$ cat config.mk
export PLATFORM = sky130hd
export DESIGN_NAME = pt_walker
export DESIGN_NICKNAME = d
export VERILOG_FILES = /design/src/rtl/pt_walker_pkg.sv /design/src/rtl/pt_addr_gen.sv /design/src/rtl/pt_entry_check.sv /design/src/rtl/pt_walk_fsm.sv /design/src/rtl/pt_walker.sv
export SDC_FILE = /design/constraint.sdc
export NUM_CORES = 1
export LEC_CHECK = 0
export ABC_AREA = 1
export CAP_MARGIN = 20
export CORE_MARGIN = 1.5
export CORE_UTILIZATION = 30
export CTS_BUF_LIST = sky130_fd_sc_hd__clkbuf_4 sky130_fd_sc_hd__clkbuf_8 sky130_fd_sc_hd__clkbuf_16
export CTS_CLUSTER_DIAMETER = 80
export DETAILED_ROUTE_END_ITERATION = 8
export DONT_BUFFER_PORTS = 1
export SYNTH_ARGS = -nofsm -noshare
export SYNTH_HDL_FRONTEND = slang
export SYNTH_HIERARCHICAL = 1
export SYNTH_SLANG_ARGS = --single-unit
$ cat constraint.sdc
create_clock -name clk -period 1.8 [get_ports clk]
set_input_delay 0.09 -clock clk [delete_from_list [all_inputs] [get_ports clk]]
set_output_delay 0.09 -clock clk [all_outputs]
set_load 0.005 [all_outputs]
$ cat src/rtl/pt_walker_pkg.sv
// Package: shared types and entry-bit positions for the table walker.
// Assumes one entry format for both table levels.
package pt_walker_pkg;

    // Result code reported with a fault pulse
    typedef enum logic [1:0] {
        FLT_NONE    = 2'd0,
        FLT_BOUND   = 2'd1,
        FLT_INVALID = 2'd2,
        FLT_PERM    = 2'd3
    } fault_e;

    // Walk sequencing states
    typedef enum logic [2:0] {
        ST_IDLE    = 3'd0,
        ST_READ_L1 = 3'd1,
        ST_READ_L2 = 3'd2,
        ST_DONE    = 3'd3,
        ST_FAULT   = 3'd4
    } walk_state_e;

    // Bit positions of the flag fields inside an entry
    localparam int PTE_VALID_BIT = 0;
    localparam int PTE_WRITE_BIT = 1;
    localparam int PTE_EXEC_BIT  = 2;

endpackage

$ cat src/rtl/pt_addr_gen.sv
// Address generator: splits the logical address into its indices, checks
// the outer index against the length, and forms both table read addresses.
// Assumes table entries are 4 bytes wide and the next-level base is page aligned.
module pt_addr_gen #(
    parameter int VA_W  = 32,
    parameter int PA_W  = 32,
    parameter int PTE_W = 32,
    parameter int L1_W  = 12,
    parameter int L2_W  = 10,
    parameter int LEN_W = L1_W + 1
) (
    input  logic [VA_W-1:0]  vaddr,
    input  logic [PA_W-1:0]  base,
    input  logic [LEN_W-1:0] len,
    input  logic [PTE_W-1:0] l1_pte,
    input  logic [L2_W-1:0]  l2_idx_q,
    output logic [L2_W-1:0]  l2_idx,
    output logic [VA_W-L1_W-L2_W-1:0] offset,
    output logic             out_of_bound,
    output logic [PA_W-1:0]  l1_addr,
    output logic [PA_W-1:0]  l2_addr
);
    localparam int OFF_W = VA_W - L1_W - L2_W;
    localparam int FRM_W = PA_W - OFF_W;

    logic [L1_W-1:0] l1_idx;
    logic [PA_W-1:0] base_aligned;
    logic [PA_W-1:0] next_base;

    // Field extraction from the logical address
    always_comb begin
        l1_idx = vaddr[VA_W-1 -: L1_W];
        l2_idx = vaddr[OFF_W +: L2_W];
        offset = vaddr[OFF_W-1:0];
    end

    // Outer index bound check against the length register
    always_comb begin
        out_of_bound = ({1'b0, l1_idx} >= {{(L1_W+1-LEN_W){1'b0}}, len});
    end

    // Read address of the outer entry, base forced to word alignment
    always_comb begin
        base_aligned = base & ~{{(PA_W-2){1'b0}}, 2'b11};
        l1_addr      = base_aligned + (PA_W'(l1_idx) << 2);
    end

    // Read address of the inner entry from the fetched outer entry
    always_comb begin
        next_base = {l1_pte[PTE_W-1 -: FRM_W], {OFF_W{1'b0}}};
        l2_addr   = next_base + (PA_W'(l2_idx_q) << 2);
    end

    logic unused_pte_low;
    assign unused_pte_low = ^l1_pte[PTE_W-FRM_W-1:0];
endmodule

$ cat src/rtl/pt_entry_check.sv
// Entry checker: decides whether one fetched entry lets the access go on.
// Assumes the valid check ranks above the permission check.
module pt_entry_check
    import pt_walker_pkg::*;
#(
    parameter int PTE_W = 32
) (
    input  logic [PTE_W-1:0] pte,
    input  logic             want_write,
    input  logic             want_exec,
    output logic             pass,
    output fault_e           code
);
    logic is_valid;
    logic perm_ok;

    // Decode flags and evaluate permissions for the access kind
    always_comb begin
        is_valid = pte[PTE_VALID_BIT];
        perm_ok  = (!want_write || pte[PTE_WRITE_BIT]) &&
                   (!want_exec  || pte[PTE_EXEC_BIT]);
    end

    // Rank the violations: invalid first, then permission
    always_comb begin
        if (!is_valid) begin
            pass = 1'b0;
            code = FLT_INVALID;
        end else if (!perm_ok) begin
            pass = 1'b0;
            code = FLT_PERM;
        end else begin
            pass = 1'b1;
            code = FLT_NONE;
        end
    end

    logic unused_pte_bits;
    assign unused_pte_bits = ^{pte[PTE_W-1:PTE_EXEC_BIT+1]};
endmodule

$ cat src/rtl/pt_walk_fsm.sv
// Walk sequencer: accepts one request, issues the two table reads in order,
// and ends with a one-cycle done or fault pulse.
// Assumes read data is valid in the cycle mem_ack is high.
module pt_walk_fsm
    import pt_walker_pkg::*;
#(
    parameter int PA_W  = 32,
    parameter int PTE_W = 32,
    parameter int L2_W  = 10,
    parameter int OFF_W = 10
) (
    input  logic             clk,
    input  logic             rst_n,
    input  logic             req_valid,
    input  logic             req_write,
    input  logic             req_fetch,
    input  logic [L2_W-1:0]  l2_idx_in,
    input  logic [OFF_W-1:0] offset_in,
    input  logic             out_of_bound,
    input  logic [PA_W-1:0]  l1_addr,
    input  logic [PA_W-1:0]  l2_addr,
    input  logic             mem_ack,
    input  logic [PTE_W-1:0] mem_data,
    input  logic             chk_pass,
    input  fault_e           chk_code,
    output logic             want_write,
    output logic             want_exec,
    output logic [L2_W-1:0]  l2_idx_q,
    output logic             busy,
    output logic             rd_req,
    output logic [PA_W-1:0]  rd_addr,
    output logic             done,
    output logic [PA_W-1:0]  paddr,
    output logic             fault,
    output fault_e           fault_code
);
    localparam int FRM_W = PA_W - OFF_W;

    walk_state_e state;
    logic [OFF_W-1:0] offset_q;

    // Sequencing and capture of request fields, read address and result
    always_ff @(posedge clk) begin
        if (!rst_n) begin
            state      <= ST_IDLE;
            want_write <= 1'b0;
            want_exec  <= 1'b0;
            l2_idx_q   <= '0;
            offset_q   <= '0;
            rd_addr    <= '0;
            paddr      <= '0;
            fault_code <= FLT_NONE;
        end else begin
            case (state)
                ST_IDLE: begin
                    if (req_valid) begin
                        want_write <= req_write;
                        want_exec  <= req_fetch;
                        l2_idx_q   <= l2_idx_in;
                        offset_q   <= offset_in;
                        if (out_of_bound) begin
                            fault_code <= FLT_BOUND;
                            state      <= ST_FAULT;
                        end else begin
                            rd_addr <= l1_addr;
                            state   <= ST_READ_L1;
                        end
                    end
                end
                ST_READ_L1: begin
                    if (mem_ack) begin
                        if (!chk_pass) begin
                            fault_code <= chk_code;
                            state      <= ST_FAULT;
                        end else begin
                            rd_addr <= l2_addr;
                            state   <= ST_READ_L2;
                        end
                    end
                end
                ST_READ_L2: begin
                    if (mem_ack) begin
                        if (!chk_pass) begin
                            fault_code <= chk_code;
                            state      <= ST_FAULT;
                        end else begin
                            paddr <= {mem_data[PTE_W-1 -: FRM_W], offset_q};
                            state <= ST_DONE;
                        end
                    end
                end
                ST_DONE:  state <= ST_IDLE;
                ST_FAULT: state <= ST_IDLE;
                default:  state <= ST_IDLE;
            endcase
        end
    end

    // Status and handshake outputs decoded from the state
    always_comb begin
        busy   = (state != ST_IDLE);
        rd_req = (state == ST_READ_L1) || (state == ST_READ_L2);
        done   = (state == ST_DONE);
        fault  = (state == ST_FAULT);
    end
endmodule

$ cat src/rtl/pt_walker.sv
// Top of the two-level table walker: ties the address generator, the
// entry checker and the sequencer together.
// Assumes one outstanding table read at a time.
module pt_walker
    import pt_walker_pkg::*;
#(
    parameter int VA_W  = 32,
    parameter int PA_W  = 32,
    parameter int PTE_W = 32,
    parameter int L1_W  = 12,
    parameter int L2_W  = 10,
    parameter int LEN_W = L1_W + 1
) (
    input  logic             clk,
    input  logic             rst_n,
    input  logic             req_valid,
    input  logic [VA_W-1:0]  req_vaddr,
    input  logic             req_write,
    input  logic             req_fetch,
    input  logic [PA_W-1:0]  pt_base,
    input  logic [LEN_W-1:0] pt_len,
    output logic             busy,
    output logic             mem_rd_req,
    output logic [PA_W-1:0]  mem_rd_addr,
    input  logic             mem_rd_ack,
    input  logic [PTE_W-1:0] mem_rd_data,
    output logic             done,
    output logic [PA_W-1:0]  paddr,
    output logic             fault,
    output logic [1:0]       fault_code
);
    localparam int OFF_W = VA_W - L1_W - L2_W;

    logic [L2_W-1:0]  l2_idx;
    logic [L2_W-1:0]  l2_idx_q;
    logic [OFF_W-1:0] offset;
    logic             out_of_bound;
    logic [PA_W-1:0]  l1_addr;
    logic [PA_W-1:0]  l2_addr;
    logic             want_write;
    logic             want_exec;
    logic             chk_pass;
    fault_e           chk_code;
    fault_e           code_q;
    logic             req_take;

    // A request is taken only while no walk is running
    assign req_take   = req_valid && !busy;
    assign fault_code = code_q;

    pt_addr_gen #(
        .VA_W(VA_W), .PA_W(PA_W), .PTE_W(PTE_W),
        .L1_W(L1_W), .L2_W(L2_W), .LEN_W(LEN_W)
    ) u_addr (
        .vaddr        (req_vaddr),
        .base         (pt_base),
        .len          (pt_len),
        .l1_pte       (mem_rd_data),
        .l2_idx_q     (l2_idx_q),
        .l2_idx       (l2_idx),
        .offset       (offset),
        .out_of_bound (out_of_bound),
        .l1_addr      (l1_addr),
        .l2_addr      (l2_addr)
    );

    pt_entry_check #(.PTE_W(PTE_W)) u_check (
        .pte        (mem_rd_data),
        .want_write (want_write),
        .want_exec  (want_exec),
        .pass       (chk_pass),
        .code       (chk_code)
    );

    pt_walk_fsm #(
        .PA_W(PA_W), .PTE_W(PTE_W), .L2_W(L2_W), .OFF_W(OFF_W)
    ) u_fsm (
        .clk          (clk),
        .rst_n        (rst_n),
        .req_valid    (req_take),
        .req_write    (req_write),
        .req_fetch    (req_fetch),
        .l2_idx_in    (l2_idx),
        .offset_in    (offset),
        .out_of_bound (out_of_bound),
        .l1_addr      (l1_addr),
        .l2_addr      (l2_addr),
        .mem_ack      (mem_rd_ack),
        .mem_data     (mem_rd_data),
        .chk_pass     (chk_pass),
        .chk_code     (chk_code),
        .want_write   (want_write),
        .want_exec    (want_exec),
        .l2_idx_q     (l2_idx_q),
        .busy         (busy),
        .rd_req       (mem_rd_req),
        .rd_addr      (mem_rd_addr),
        .done         (done),
        .paddr        (paddr),
        .fault        (fault),
        .fault_code   (code_q)
    );
endmodule

Word level (Yosys, flattened, before mapping)
Index checks and enable logic that the tools add are counted.
W data, S select, Z words.
- register bits: 91
- reductions and logical operators: 18
- equal/unequal tests: 12
- muxes and demuxes: 21
- $add $sub $neg: 2
- $lt $le $gt $ge: 1
- operator list (cell ; count):
    $mux W32 ; 4
    $pmux W32 S2 ; 1
    $add A32 B12 Y32 ; 1
    $add A32 B14 Y32 ; 1
    $mux W3 ; 6
    $ge A12 B13 Y1 ; 1
    $mux W2 ; 6
    $ne A2 B2 Y1 const B ; 6
    $reduce_and A5 Y1 ; 2
    $pmux W3 S3 ; 1
    $eq A3 B2 Y1 const B ; 2
    $reduce_and A3 Y1 ; 2
    $ne A2 B1 Y1 const B ; 2
    $pmux W2 S2 ; 1
    $reduce_bool A2 Y1 ; 2
    $eq A3 B1 Y1 const B ; 1
    $eq A3 B3 Y1 const B ; 1
    $logic_not A1 Y1 ; 3
    $logic_not A3 Y1 ; 1
    $logic_or A1 B1 Y1 ; 3
    $reduce_bool A3 Y1 ; 1
    $logic_and A1 B1 Y1 ; 2
    $mux W1 ; 2
    $reduce_and A2 Y1 ; 1
    $reduce_or A2 Y1 ; 1

Depth between registers and ports, before layout
- depth in word-level cells: 8
- depth in mapped cells: 17
- depth with buffers taken out: 17

Cells and area by module
Netlist, hierarchy kept.
- modules (own cells, without submodules) (module ; seq. area each (um^2) ; area each (um^2) ; cells an instance ; times used):
    pt_walk_fsm ; 1821.7 ; 3801.1 ; 534 ; 1
    pt_addr_gen ; 0.0 ; 2481.1 ; 471 ; 1
    pt_entry_check ; 0.0 ; 40.0 ; 8 ; 1
    pt_walker ; 0.0 ; 10.0 ; 2 ; 1

Least setup slack after synthesis
No wires, ideal clock.
- path kind: register to register
- from: reg u_fsm.l2_idx_q[8]
- to: reg u_fsm.rd_addr[30]
- stages on the path, launching flop included: 14
- period minus slack after synthesis: 1.798 ns
- path buffers: 0
- library setup time: 0.113 ns
- arrival time: 1.685 ns
- slack: 0.002 ns
- cell sequence: dfxtp_1 ha_1 fa_1 nand3_1 inv_1 nand3_2 nor2_4 nand2_2 nor2_1 xor2_1 nand3_1 nand2_1 nor2_1 nor2_1
- longest elaborated chain between the ends: 4
- ends and longest elaborated chain (element ; RTL line ; source):
    start: declaration ; pt_walk_fsm.sv:28 ; output logic [L2_W-1:0] l2_idx_q,
    start signal: assignment ; pt_walk_fsm.sv:59 ; l2_idx_q <= l2_idx_in;
    $add A32 B12 Y32 ; pt_addr_gen.sv:51 ; l2_addr = next_base + (PA_W'(l2_idx_q) << 2);
    net l2_addr[30] ; pt_walker.sv:39 ; logic [PA_W-1:0] l2_addr;
    $mux W32 ; pt_walk_fsm.sv:72 ; if (!chk_pass) begin
    $mux W32 ; pt_walk_fsm.sv:71 ; if (mem_ack) begin
    $pmux W32 S2 ; pt_walk_fsm.sv:54 ; case (state)
    end signal: assignment ; pt_walk_fsm.sv:65 ; rd_addr <= l1_addr;
    end signal: assignment ; pt_walk_fsm.sv:76 ; rd_addr <= l2_addr;
    end: declaration ; pt_walk_fsm.sv:31 ; output logic [PA_W-1:0] rd_addr,
The timed path passes the listed nets, and every way through them passes these cells. The select of a mux whose other input is x is not followed.
A chain may end at the register's enable or synchronous reset.

Worst setup path in the final report
- from: reg u_fsm.l2_idx_q[8]
- to: reg u_fsm.rd_addr[26]
Same word-level chain as after synthesis.

==> results.yml <==
pwr:
  pwr-share-clk_pct: 26.7
  p_sw_share_pct: 39.1
  power.density_nw_per_um2: 1130
  switchingPower_mw: 3.25
  p_leak_nw: 3.41
  p_seq_share_pct: 35.3
  power.internal_mw: 5.07
  ir_worst_vdd_v: 0.000521
  comb_power_share_pct: 38.0
finish:
  fin_nets: 1166
  area_delta_synth_final_pct: 16.0
  layout-drive-gt1-share_pct: 9.73
  final_common_cell: "nand2_1"
  antenna_cells: 0
  layout.cells.non_filler: 1298
  layout_common_cells: "256 x nand2_1, 129 x inv_1, 109 x nor2_1"
sta:
  setup_viol: 4
  setup_slack_ns: -0.0227
  fin_crit_ns: 1.82
  rsz0062_at_grt: "true"
  whs_ns: -0.122
  fmax_ghz: 0.549
  timing.final.crit_share_pct: 101
  finClkSkew_ns: 0.00955
  drv_slew: 0
  hold_violations: 66
flow_run:
  cap_violations: 0
worst_hold_path:
  hp-class: "in2reg"
  hold_start: "rst_n"
  holdPathStages: 2
floorplanning:
  row_count: 52
  die_w_um: 148
  die_h_um: 148
  start_util_pct: 30.9
  ios: 185
  coreArea_um2: 20500
  die_area_um2: 22000
grt:
  grt_first_pass_wirelength_um: 29400
  grt_pass1_vias: 5838
  track_usage_pct: 16.9
  antenna_found_initial: 0
  grt_max_degree: 68
  overflow: 0
route:
  num_vias: 6165
  routed_wl_um: 18900
  drtPass1Iterations: 5
  viasPerCell: 4.75
  drtIter0Drc: 248
  ant_nets: 0
  drc: 0
  wire_per_inst_um: 14.5
setup_path:
  criticalPathCategory: "reg2reg"
  startpoint: "u_fsm/l2_idx_q[8]$_SDFFE_PN0P_"
  arrival_ns: 2.10
  slowest_stage: "dfxtp_2"
  r2r-start: "u_fsm/l2_idx_q[8]$_SDFFE_PN0P_"
  crit_path_start_kind: "flip-flop"
  max_stage_delay_ns: 0.35
  path_depth: 12
  path_buf_inv: 1
  crit_path_max_fanout: 5
  endpoint_kind: "flip-flop"
  cp_top_family: "simple AND/OR/NAND/NOR gates"
  critPathRequiredTime_ns: 2.08
  r2r_cells: 12
  crit_chain: "ha_4, fa_2, nand3_2, inv_2, nand3_4, nor2_4, nand4_1, xor2_2, nand3_2, nand2_1, nor2_1, nor2_1"
yosys:
  yosysWarnings: 6
  synth_cell_types: 29
  seq_area_frac_synth_pct: 28.8
  synth_area_um2: 6330
  synth.avg_cell_area_um2: 6.24
  syn-instance-count: 1015
  synth_seq_cells: 91
run_status:
  status: "finished with violations"
  violations: "hold timing, setup timing"
cts:
  cts_buffers: 9
  cts_sinks: 91
  clock_path_buffers: 2
  cts-root-buf: "clkbuf_16"
  cts_tree: "yes"
  cts_hold_buf: 23
  clk_latency_ns: 0.34
  clkTransAtPathRegs_ns: 0.07
  cts-htree-levels: 3
placed_design:
  dpl.cell_count: 1255
  io_buffers: 0
  dp_hpwl_um: 14700
  dp_slack_ns: -0.191
  place_congestion: 0.892
==> synth_stat cells <==
cell type	instances	area share, %
a21oi_1	71	5.6
a21oi_4	1	0.26
buf_2	6	0.47
buf_4	43	5.1
clkbuf_1	20	1.2
conb_1	1	0.059
dfxtp_1	91	29
fa_1	2	0.63
ha_1	26	5.1
inv_1	131	7.8
inv_2	3	0.18
nand2_1	257	15
nand2_2	5	0.49
nand2_4	1	0.18
nand3_1	98	7.7
nand3_2	4	0.63
nand3b_1	4	0.47
nand4_1	12	1.2
nor2_1	115	6.8
nor2_2	4	0.40
nor2_4	2	0.36
nor3_1	14	1.1
nor3b_1	1	0.12
o211ai_1	1	0.12
o21ai_0	62	4.9
o21ai_1	7	0.55
or2_1	1	0.099
xnor2_1	9	1.2
xor2_1	23	3.2
==> per-stage QoR <==
step	setup TNS [ns]	utilization [%]	power, mW	cell area, um^2
6_report	-0.0664	35.8	8.31	7350
5_1_grt	-0.947	35.8	8.91	7350
4_1_cts	-0.287	35.2	8.35	7220
3_5_place_dp	-3.94	32.1	6.02	6590
3_3_place_gp	-3.34	32.1	6.00	6590
2_1_floorplan	0	-	5.12	6340
==> final cells by class <==
type	instances	area, um^2
inverter	134	503
clock inverter	7	124
sequential	91	1830
multi-input combinational	724	3730
clock buffer	9	225
timing repair buffer	63	601
tap	270	338
fill	2218	13100
==> power by group through the flow <==
stage | Combinational [mW] | Sequential, mW | Clock, mW
floorplan | 2.32 | 2.80 | 0
global placement | 3.03 | 2.98 | 0
detailed placement | 3.04 | 2.98 | 0
CTS | 3.12 | 2.94 | 2.28
global route | 3.56 | 2.98 | 2.37
finish | 3.16 | 2.93 | 2.22
==> logic make-up (layout without fill, tap and decap cells) <==
logic type               Yosys count  in the layout  synth area share, %
buffers and inverters            203            213                 14.7
other                              1              4               0.0592
XOR/XNOR                          32             32                 4.43
AO/OA/AOI/OAI                    142            142                 11.4
AND/OR/NAND/NOR                  518            518                 34.8
adder cells (fa/ha/maj)           28             28                 5.77
flip-flops                        91             91                 28.8
==> final timing paths <==
kind | slack (ns) | end
worst max register to register | -0.02 | u_fsm/rd_addr[26]$_SDFFE_PN0P_
worst min register to register | 0.46 | u_fsm/paddr[8]$_SDFFE_PN0P_
worst max-delay path | -0.02 | u_fsm/rd_addr[26]$_SDFFE_PN0P_
worst min-delay path | -0.12 | u_fsm/fault_code[1]$_SDFFE_PN0P_
==> routing by layer <==
| metal | routed length (um) | vias to the layer above | track usage, % | share of wire [%] |
|---|---|---|---|---|
| met3 | 1480 | 26 | 4.51 | 7.8 |
| met1 | 8590 | 2742 | 21.6 | 46 |
| met4 | 434 | 0 | 5.94 | 2.3 |
| li1 | - | 3195 | - | - |
| met2 | 8360 | 202 | 27.3 | 44 |
| met5 | 0 | - | 0 | 0 |
==> what timing repair did <==
item,4_1_cts,5_1_grt
gates resized for setup,9,24
pin swaps,24,33
setup buffers,3,2
endpoints found under the hold margin,90,66
setup endpoints to repair,8,15
==> registers in the layout (all words and copies together), names as in the netlist <==
| signal | count |
|---|---|
| u_fsm/l2_idx_q | 10 |
| u_fsm/paddr | 32 |
| u_fsm/want_exec | 1 |
| u_fsm/want_write | 1 |
| u_fsm/state | 3 |
| u_fsm/offset_q | 10 |
| u_fsm/rd_addr | 32 |
| u_fsm/fault_code | 2 |
No activity file was read; power rests on OpenSTA's default activity.
